**config.mk**
```make
export PLATFORM = sky130hd
export DESIGN_NAME = hsk_out_port
export DESIGN_NICKNAME = d
export VERILOG_FILES = /design/src/rtl/hsk_out_pkg.sv /design/src/rtl/hsk_out_ctrl.sv /design/src/rtl/hsk_out_dpath.sv /design/src/rtl/hsk_out_port.sv
export SDC_FILE = /design/constraint.sdc
export NUM_CORES = 1
export LEC_CHECK = 0
export BUFFER_PORTS_ARGS = -buffer_cell sky130_fd_sc_hd__buf_2
export CAP_MARGIN = 10
export CORE_UTILIZATION = 53
export DETAILED_ROUTE_END_ITERATION = 10
export PLACE_DENSITY = 0.76
export SETUP_SLACK_MARGIN = 0.05
export SLEW_MARGIN = 20
export SYNTH_ARGS = -nofsm -noshare
export SYNTH_HDL_FRONTEND = slang
export SYNTH_SLANG_ARGS = --single-unit
export TNS_END_PERCENT = 20
```
**constraint.sdc**
```tcl
create_clock -name clk -period 2.4 [get_ports clk]
set_clock_uncertainty 0.15 [all_clocks]
set_input_delay 0.12 -clock clk [delete_from_list [all_inputs] [get_ports clk]]
set_output_delay 0.12 -clock clk [all_outputs]
set_load 0.01 [all_outputs]
```
**src/rtl/hsk_out_pkg.sv**
```systemverilog
package hsk_out_pkg;

  // Strobes issued by the control unit to the datapath each cycle
  typedef struct packed {
    logic push;   // store wrData into the queue tail
    logic pop;    // retire the byte at the queue head
    logic load;   // copy the queue head onto the pins
  } hskStrobes_t;

  typedef enum logic [1:0] {
    ST_IDLE  = 2'd0,
    ST_SETUP = 2'd1,
    ST_READY = 2'd2
  } hskState_e;

endpackage

```
**src/rtl/hsk_out_ctrl.sv**
```systemverilog
module hsk_out_ctrl
  import hsk_out_pkg::*;
#(
  parameter int MAX_DEPTH   = 2,
  parameter int SYNC_STAGES = 2,
  parameter int CNT_W       = $clog2(MAX_DEPTH + 1)
) (
  input  logic             clk,
  input  logic             rstN,
  input  logic             cfgDouble,
  input  logic             wrEn,
  input  logic             ackIn,
  input  logic [CNT_W-1:0] occupancy,
  output hskStrobes_t      strobes,
  output logic             dataReady,
  output logic             canWrite,
  output logic             wrDropped
);

  hskState_e stateQ, stateNext;
  logic [SYNC_STAGES-1:0] ackSyncQ;
  logic ackPrevQ;
  logic ackRise;
  logic [CNT_W-1:0] capLimit;

  // Acknowledge synchronizer; the number of stages is a parameter
  generate
    if (SYNC_STAGES == 1) begin : g_sync1
      always_ff @(posedge clk or negedge rstN) begin
        if (!rstN) ackSyncQ <= '0;
        else       ackSyncQ <= ackIn;
      end
    end else begin : g_syncN
      always_ff @(posedge clk or negedge rstN) begin
        if (!rstN) ackSyncQ <= '0;
        else       ackSyncQ <= {ackSyncQ[SYNC_STAGES-2:0], ackIn};
      end
    end
  endgenerate

  always_ff @(posedge clk or negedge rstN) begin
    if (!rstN) ackPrevQ <= 1'b0;
    else       ackPrevQ <= ackSyncQ[SYNC_STAGES-1];
  end

  assign ackRise  = ackSyncQ[SYNC_STAGES-1] & ~ackPrevQ;
  assign capLimit = cfgDouble ? CNT_W'(MAX_DEPTH) : CNT_W'(1);
  assign canWrite = occupancy < capLimit;

  always_comb begin
    strobes.push = wrEn & canWrite;
    strobes.pop  = (stateQ == ST_READY) & ackRise;
    strobes.load = (stateQ == ST_IDLE) & (occupancy != '0);
  end

  always_comb begin
    stateNext = stateQ;
    case (stateQ)
      ST_IDLE:  if (occupancy != '0) stateNext = ST_SETUP;
      ST_SETUP: stateNext = ST_READY;
      ST_READY: if (ackRise) stateNext = ST_IDLE;
      default:  stateNext = ST_IDLE;
    endcase
  end

  always_ff @(posedge clk or negedge rstN) begin
    if (!rstN) begin
      stateQ    <= ST_IDLE;
      wrDropped <= 1'b0;
    end else begin
      stateQ    <= stateNext;
      wrDropped <= wrEn & ~canWrite;
    end
  end

  assign dataReady = (stateQ == ST_READY);

  // A refused write raises the drop flag on the next cycle
  assert_drop_flag_R8: assert property (@(posedge clk) disable iff (!rstN)
    (wrEn && !canWrite) |=> wrDropped);

  // A taken acknowledge withdraws ready on the next cycle
  assert_ready_falls_R4: assert property (@(posedge clk) disable iff (!rstN)
    (dataReady && ackRise) |=> !dataReady);

  // In one-byte mode a held byte blocks further writes
  assert_single_full_R6: assert property (@(posedge clk) disable iff (!rstN)
    (!cfgDouble && occupancy != '0) |-> !canWrite);

  // Ready is never raised without a queued byte
  assert_ready_has_data_R2: assert property (@(posedge clk) disable iff (!rstN)
    $rose(dataReady) |-> (occupancy != '0));

endmodule

```
**src/rtl/hsk_out_dpath.sv**
```systemverilog
module hsk_out_dpath
  import hsk_out_pkg::*;
#(
  parameter int DATA_W    = 8,
  parameter int MAX_DEPTH = 2,
  parameter int CNT_W     = $clog2(MAX_DEPTH + 1),
  parameter int PTR_W     = (MAX_DEPTH > 1) ? $clog2(MAX_DEPTH) : 1
) (
  input  logic              clk,
  input  logic              rstN,
  input  hskStrobes_t       strobes,
  input  logic [DATA_W-1:0] wrData,
  output logic [CNT_W-1:0]  occupancy,
  output logic [DATA_W-1:0] pinData
);

  localparam logic [PTR_W-1:0] LAST_SLOT = PTR_W'(MAX_DEPTH - 1);

  logic [DATA_W-1:0] slotQ [MAX_DEPTH];
  logic [PTR_W-1:0]  wrPtrQ, rdPtrQ;

  function automatic logic [PTR_W-1:0] bumpPtr(input logic [PTR_W-1:0] p);
    return (p == LAST_SLOT) ? '0 : p + PTR_W'(1);
  endfunction

  generate
    for (genvar e = 0; e < MAX_DEPTH; e++) begin : g_slot
      always_ff @(posedge clk) begin
        if (strobes.push && wrPtrQ == PTR_W'(e)) slotQ[e] <= wrData;
      end
    end
  endgenerate

  always_ff @(posedge clk or negedge rstN) begin
    if (!rstN) begin
      wrPtrQ    <= '0;
      rdPtrQ    <= '0;
      occupancy <= '0;
      pinData   <= '0;
    end else begin
      if (strobes.push) wrPtrQ <= bumpPtr(wrPtrQ);
      if (strobes.pop)  rdPtrQ <= bumpPtr(rdPtrQ);
      case ({strobes.push, strobes.pop})
        2'b10:   occupancy <= occupancy + CNT_W'(1);
        2'b01:   occupancy <= occupancy - CNT_W'(1);
        default: occupancy <= occupancy;
      endcase
      if (strobes.load) pinData <= slotQ[rdPtrQ];
    end
  end

  // The control unit must never push into a full queue
  assert_no_overflow_R7: assert property (@(posedge clk) disable iff (!rstN)
    strobes.push |-> (occupancy < CNT_W'(MAX_DEPTH)) || strobes.pop);

  // Retiring a byte requires one to be held
  assert_no_underflow_R4: assert property (@(posedge clk) disable iff (!rstN)
    strobes.pop |-> (occupancy != '0));

endmodule

```
**src/rtl/hsk_out_port.sv**
```systemverilog
module hsk_out_port
  import hsk_out_pkg::*;
#(
  parameter int DATA_W      = 8,
  parameter int MAX_DEPTH   = 2,
  parameter int SYNC_STAGES = 2
) (
  input  logic              clk,
  input  logic              rstN,
  input  logic              cfgDouble,
  input  logic              wrEn,
  input  logic [DATA_W-1:0] wrData,
  output logic              canWrite,
  output logic              wrDropped,
  output logic [DATA_W-1:0] pinData,
  output logic              dataReady,
  input  logic              ackIn
);

  localparam int CNT_W = $clog2(MAX_DEPTH + 1);

  hskStrobes_t      strobes;
  logic [CNT_W-1:0] occupancy;

  hsk_out_ctrl #(
    .MAX_DEPTH  (MAX_DEPTH),
    .SYNC_STAGES(SYNC_STAGES),
    .CNT_W      (CNT_W)
  ) ctrl_i (
    .clk      (clk),
    .rstN     (rstN),
    .cfgDouble(cfgDouble),
    .wrEn     (wrEn),
    .ackIn    (ackIn),
    .occupancy(occupancy),
    .strobes  (strobes),
    .dataReady(dataReady),
    .canWrite (canWrite),
    .wrDropped(wrDropped)
  );

  hsk_out_dpath #(
    .DATA_W   (DATA_W),
    .MAX_DEPTH(MAX_DEPTH),
    .CNT_W    (CNT_W)
  ) dpath_i (
    .clk      (clk),
    .rstN     (rstN),
    .strobes  (strobes),
    .wrData   (wrData),
    .occupancy(occupancy),
    .pinData  (pinData)
  );

  // Pins hold still for as long as ready stays up
  assert_pins_stable_R3: assert property (@(posedge clk) disable iff (!rstN)
    (dataReady && $past(dataReady)) |-> (pinData == $past(pinData)));

  // Reset holds the port quiet with room for a write
  assert_reset_idle_R1: assert property (@(posedge clk)
    !rstN |-> (!dataReady && canWrite && !wrDropped));

endmodule

```
After elaboration in Yosys (flattened, before gate mapping)
Memory sizes are Yosys's and may differ from the RTL's. A register that Yosys moved wholly into a read port is not among the register bits.
Cells that the tools add are included.

cells by class
  add/subtract/negate cells = 4
  magnitude comparators = 1
  eq/ne operators = 6
  multiplexer cells = 14
  bitwise logic cells = 8
  reductions and logical operators = 8

operators by type and width
  kind                   number
  $mux W1                8
  $mux W8                1
  $reduce_or A8 Y1       1
  $mux W2                3
  $pmux W2 S3            1
  $and A1 B1 Y1          5
  $eq A2 B1 Y1 const B   2
  $eq A2 B2 Y1 const B   2
  $pmux W2 S2            1
  $reduce_bool A2 Y1     2
  $not A1 Y1             3
  $add A1 B1 Y1 const B  2
  $add A2 B1 Y2 const B  1
  $logic_and A1 B1 Y1    2
  $logic_not A2 Y1       1
  $lt A2 B2 Y1           1
  $ne A2 B1 Y1 const B   1
  $ne A2 B2 Y1 const B   1
  $reduce_and A2 Y1      1
  $sub A2 B1 Y2 const B  1
  $logic_not A1 Y1       1

word-level totals
  flip-flop bits (word level) = 10
  bits in writable memories = 16
  output and inout port bits = 11
  logic and storage cells = 49
  memories = 1

memory list
  memory         depth  bits a word  rd ports  clocked after memory_dff  write ports  line                 text
  dpath_i.slotQ  2      8            1         1                         1            hsk_out_dpath.sv:19  logic [DATA_W-1:0] slotQ [MAX_DEPTH];

Longest topological paths before layout
  word-level depth = 8
  depth in mapped cells = 8
  mapped depth without buffers = 8

Modules after synthesis
From an unflattened synthesis, not the netlist that was laid out.

unflattened totals
  cells, all modules = 85
  area, all modules = 1285.0 um2

by module, submodules not included
  module         times used  cells each  area an instance (um2)  seq. area each (um2)
  hsk_out_dpath  1           65          1032.2                  780.7
  hsk_out_ctrl   1           20          252.7                   150.1

Worst setup path after synthesis
OpenSTA, ideal clock, no wires.

  path kind = register to register
  start point = register dpath_i.occupancy[1]
  end point = memory dpath_i.slotQ[0][0], enable pin
  arrival time = 1.275 ns
  required time = 1.880 ns
  path slack = 0.605 ns
  cell stages (with the launch flop) = 5
  path buffers = 0
  clock period less this slack = 1.795 ns
  cell sequence = dfrtp_1 > ha_1 > o21ai_0 > nand2_1 > nor2_1

on the way
  word-level cells in the longest chain between the ends = 7
  elaborated cells between the ends (all ways) = 11
  classes of those cells = order compare (1); mux (6); bitwise (1); reduce/logical (3)

RTL lines
  what                           line                 text
  start, declared                hsk_out_dpath.sv:13  output logic [CNT_W-1:0] occupancy,
  start signal, assigned         hsk_out_dpath.sv:44  2'b10: occupancy <= occupancy + CNT_W'(1);
  start signal, assigned         hsk_out_dpath.sv:45  2'b01: occupancy <= occupancy - CNT_W'(1);
  start signal, assigned         hsk_out_dpath.sv:46  default: occupancy <= occupancy;
  $lt A2 B2 Y1 (*)               hsk_out_ctrl.sv:48   assign canWrite = occupancy < capLimit;
  $and A1 B1 Y1 (*)              hsk_out_ctrl.sv:51   strobes.push = wrEn & canWrite;
  $logic_and A1 B1 Y1            hsk_out_dpath.sv:29  if (strobes.push && wrPtrQ == PTR_W'(e)) slotQ[e] <= wrData;
  $mux W1                        hsk_out_dpath.sv:29
  $mux W1 (not written as such)  hsk_out_dpath.sv:29
  $reduce_or A8 Y1 (no line)     -
  $mux W1 (no line)              -
  end, declared                  hsk_out_dpath.sv:19

Mark *: on every way between the ends. The rest lies on a longest branch, timed or not.

Worst setup path in the final report
  start point = register dpath_i.occupancy[1]
  end point = register dpath_i.occupancy[1]

on the way
  word-level cells in the longest chain between the ends = 4
  elaborated cells between the ends (all ways) = 8
  classes of those cells = add/sub (2); order compare (1); eq/ne (2); mux (1); bitwise (1); reduce/logical (1)

RTL lines
  what                                                      line                 text
  $lt A2 B2 Y1                                              hsk_out_ctrl.sv:48
  $and A1 B1 Y1                                             hsk_out_ctrl.sv:51
  $eq A2 B1 Y1 / $eq A2 B2 Y1 (equally long branches)       hsk_out_dpath.sv:43  case ({strobes.push, strobes.pop})
  $pmux W2 S2 / $reduce_bool A2 Y1 (equally long branches)  -

Several ways; a longest one is shown, not always the timed one.
A chain may end at the register's enable or synchronous reset.

==> flow_summary_export.csv <==
group,metric,value,unit
sta,timing.fmax,534.4,MHz
sta,finalMaxSlewViolations,0,
placed_design,dp.cells,126,
die,start_util,57.21,%
clock_tree,path_clk_slew,0.09,ns
route,drt-total-wl,2038,um
job,maxCapViolCount,0,
power,power.total,1.922,mW
sta,setup_viol,0,
synth,avgSynthCellArea,17.20,um^2
synth,yosysWarningCount,0,
power,seq_power_share,48.5,%
sta,slew_headroom,67.49,%
clock_tree,cts_max_level,2,
global_route,grt_overflow,0,
power,ir_drop,972.9,uV
clock_tree,cts.sinks,34,
synth,ys_types,17,
power,p_leak,0.6928,nW
die,die-width,51.34,um
global_route,met2_usage,31.14,%
finish,syn2layout_area_growth,26.48,%
clock_tree,cts_setup_buffers,0,
global_route,globalRouteMet1Util,21.66,%
power,clkPwrFrac,19.5,%
sta,setup_slack,0.5286,ns
synth,ys.flop_type,"dfrtp_1",
power,intPower,1.345,mW
synth,yosysSeqAreaShare,72.16,%
clock_tree,numCtsBuffers,5,
hold_path,hold_path.class,"primary input to async pin",
global_route,grt_pass1_wl,3394,um
placed_design,placed_area,0.001443,mm^2
sta,fin_crit_sh,77.97,%
placed_design,gp_congestion,0.6589,
setup_path,critPathRequiredTime,2.47,ns
finish,fin_cells,145,
setup_path,start_kind,"flop",
route,drt-initial-drc-count,4,
die,die_area,0.002635,mm^2
global_route,grt_pass1_vias,780,
global_route,antenna_found_initial,0,
global_route,grt_max_degree,19,
setup_path,cp_cell_sequence,"ha_1 -> o21ai_0 -> nand2_1 -> ha_1 -> xnor2_1 -> nor2_1 -> xor2_1",
synth,yosysMostFrequentCell,"dfrtp_1",
setup_path,crit_path_end_kind,"flop",
clock_tree,clock_path_buffers,2,
setup_path,worst-path-max-fanout,3,
die,placementRows,17,
setup_path,slowest_delay,0.43,ns
power,combinationalPowerShare,32.0,%
power,swShare,30.05,%
placed_design,dp_hpwl,1367,um
sta,rsz0062_at_grt,"no",
synth,syn-num-nets,90,
global_route,grt_use_met3,9.821,%
route,drc,0,
sta,finalHoldViolCount,0,
power,p_sw,577.6,uW
route,wl_per_cell,14.06,um
sta,min_period,1.871,ns
power,p_per_area,1178,mW/mm^2
route,drtAntennaViolNets,0,
finish,fin_util,72.36,%
synth,synth-edff-count,16,
sta,whs,0.09863,ns
synth,yosysTopAreaCell,"edfxtp_1",
synth,synthTopCellsByArea,"edfxtp_1 (37%), dfrtp_1 (35%), mux2_2 (14%)",
finish,final_nets,131,
die,num_io_pins,24,
clock_tree,holdBufCountCts,11,
synth,synthCells,75,
die,chipHeight,51.34,um
synth,synth.top_cell.area_share,37.25,%
route,vias,715,
placed_design,port_buffers,23,
outcome,status,"completed",
clock_tree,cts_resized,0,
clock_tree,cts-root-buf,"clkbuf_4",
sta,final.setup.tns,0,ns
finish,drive_gt1_share,43.59,%
sta,worst_pin_slew,0.4861,ns
setup_path,slowest_stage,"dfrtp_1",
placed_design,place_ws,0.5351,ns
synth,synth_area,0.001290,mm^2
setup_path,cp_common_cell,"ha_1",
synth,ys_ff_latch,34,
route,dr.pass1.iters,2,
global_route,top_usage_layer,"met2",
die,core,0.002255,mm^2
finish,design_area,0.001632,mm^2
clock_tree,clk_latency,0.33,ns
synth,async_flop_share,52.94,%
route,detail_route.vias_per_cell,4.931,
finish,antenna_cells,0,
clock_tree,cts_tree,"done",
setup_path,rr_worst_depth,7,
setup_path,cp.arrival,1.94,ns
synth,synth_common_cells,"dfrtp_1 (18), edfxtp_1 (16), mux2_2 (16)",
setup_path,worstSetupPathType,"flop to flop",
global_route,track_usage,19.94,%
[logic make-up after synthesis]
group           after synthesis  share of synthesized area (%)
flops                        34                          72.16
fa+ha+maj                     2                          1.940
compound gates                3                          1.164
xor+xnor                      5                          3.395
simple gates                 11                          6.112
buf+inv                       4                          1.260
mux                          16                          13.97
[placed cells by master, fill, tap and decap left out]
cell type,netlist,routed
clkbuf_4,0,5
ha_1,2,2
nor3b_2,1,1
and2b_1,1,1
mux2_2,16,16
dfrtp_1,18,18
clkbuf_8,0,3
o21ai_0,3,3
nand2_1,1,1
nor2b_1,3,3
dlygate4sd3_1,0,11
xnor2_1,3,3
and3_1,1,1
xor2_1,2,2
nor3_4,1,1
inv_1,3,3
buf_4,0,1
nor2_2,1,1
buf_2,1,23
nor2_1,2,2
edfxtp_1,16,16
[power groups by stage]
stage | registers (mW) | clock network [mW] | logic (mW)
2_1_floorplan | 0.938 | 0 | 0.411
3_3_place_gp | 0.934 | 0 | 0.589
3_5_place_dp | 0.946 | 0 | 0.610
4_1_cts | 0.935 | 0.391 | 0.628
5_1_grt | 0.955 | 0.412 | 0.681
6_report | 0.932 | 0.375 | 0.615
[critical path, delay by kind of cell, from the launching register on]
| kind | cells | cell delay [ns] |
|---|---|---|
| and+or+nand+nor | 2 | 0.25 |
| adders and majority gates | 2 | 0.50 |
| DFF | 1 | 0.43 |
| xor gates and xnor gates | 2 | 0.31 |
| AOI/OAI and AO/OA | 1 | 0.13 |
[registers in the layout (all words and copies together), names as in the netlist]
register and flops:
dpath_i.slotQ 16, dpath_i.pinData 8, ctrl_i.ackSyncQ 2, ctrl_i.stateQ 2, dpath_i.occupancy 2, ctrl_i.ackPrevQ 1
ctrl_i.wrDropped 1, dpath_i.rdPtrQ 1, dpath_i.wrPtrQ 1
[final timing paths]
kind                                                  start                          endpoint  slack (ns)
max in group asynchronous                              rstN    dpath_i.pinData[1]$_DFFE_PN0P_        1.71
min in group clk                                  cfgDouble        dpath_i.wrPtrQ$_DFFE_PN0N_        0.11
hold / removal                                         rstN    dpath_i.pinData[5]$_DFFE_PN0P_         0.1
setup / recovery           dpath_i.occupancy[1]$_DFFE_PN0P_  dpath_i.occupancy[1]$_DFFE_PN0P_        0.53
hold reg to reg                ctrl_i.ackSyncQ[0]$_DFF_PN0_      ctrl_i.ackSyncQ[1]$_DFF_PN0_        0.21
setup reg to reg           dpath_i.occupancy[1]$_DFFE_PN0P_  dpath_i.occupancy[1]$_DFFE_PN0P_        0.53
[per-layer routing]
layer / part of all wire [%] / wire [um] / vias up
met2: 48 / 973 / 23
li1: - / - / 349
met5: 0 / 0 / -
met3: 5.2 / 105 / 2
met1: 46 / 933 / 341
met4: 1.2 / 25 / 0
[layout make-up]
cell class | count | area (um^2)
repair buffers | 35 | 232.7
well taps | 28 | 35.03
flip-flops and latches | 34 | 930.9
inverters | 3 | 11.26
clock buffers | 8 | 78.83
multi-input cells | 37 | 342.8
fillers | 149 | 623.1
No activity file was read; power rests on OpenSTA's default activity.
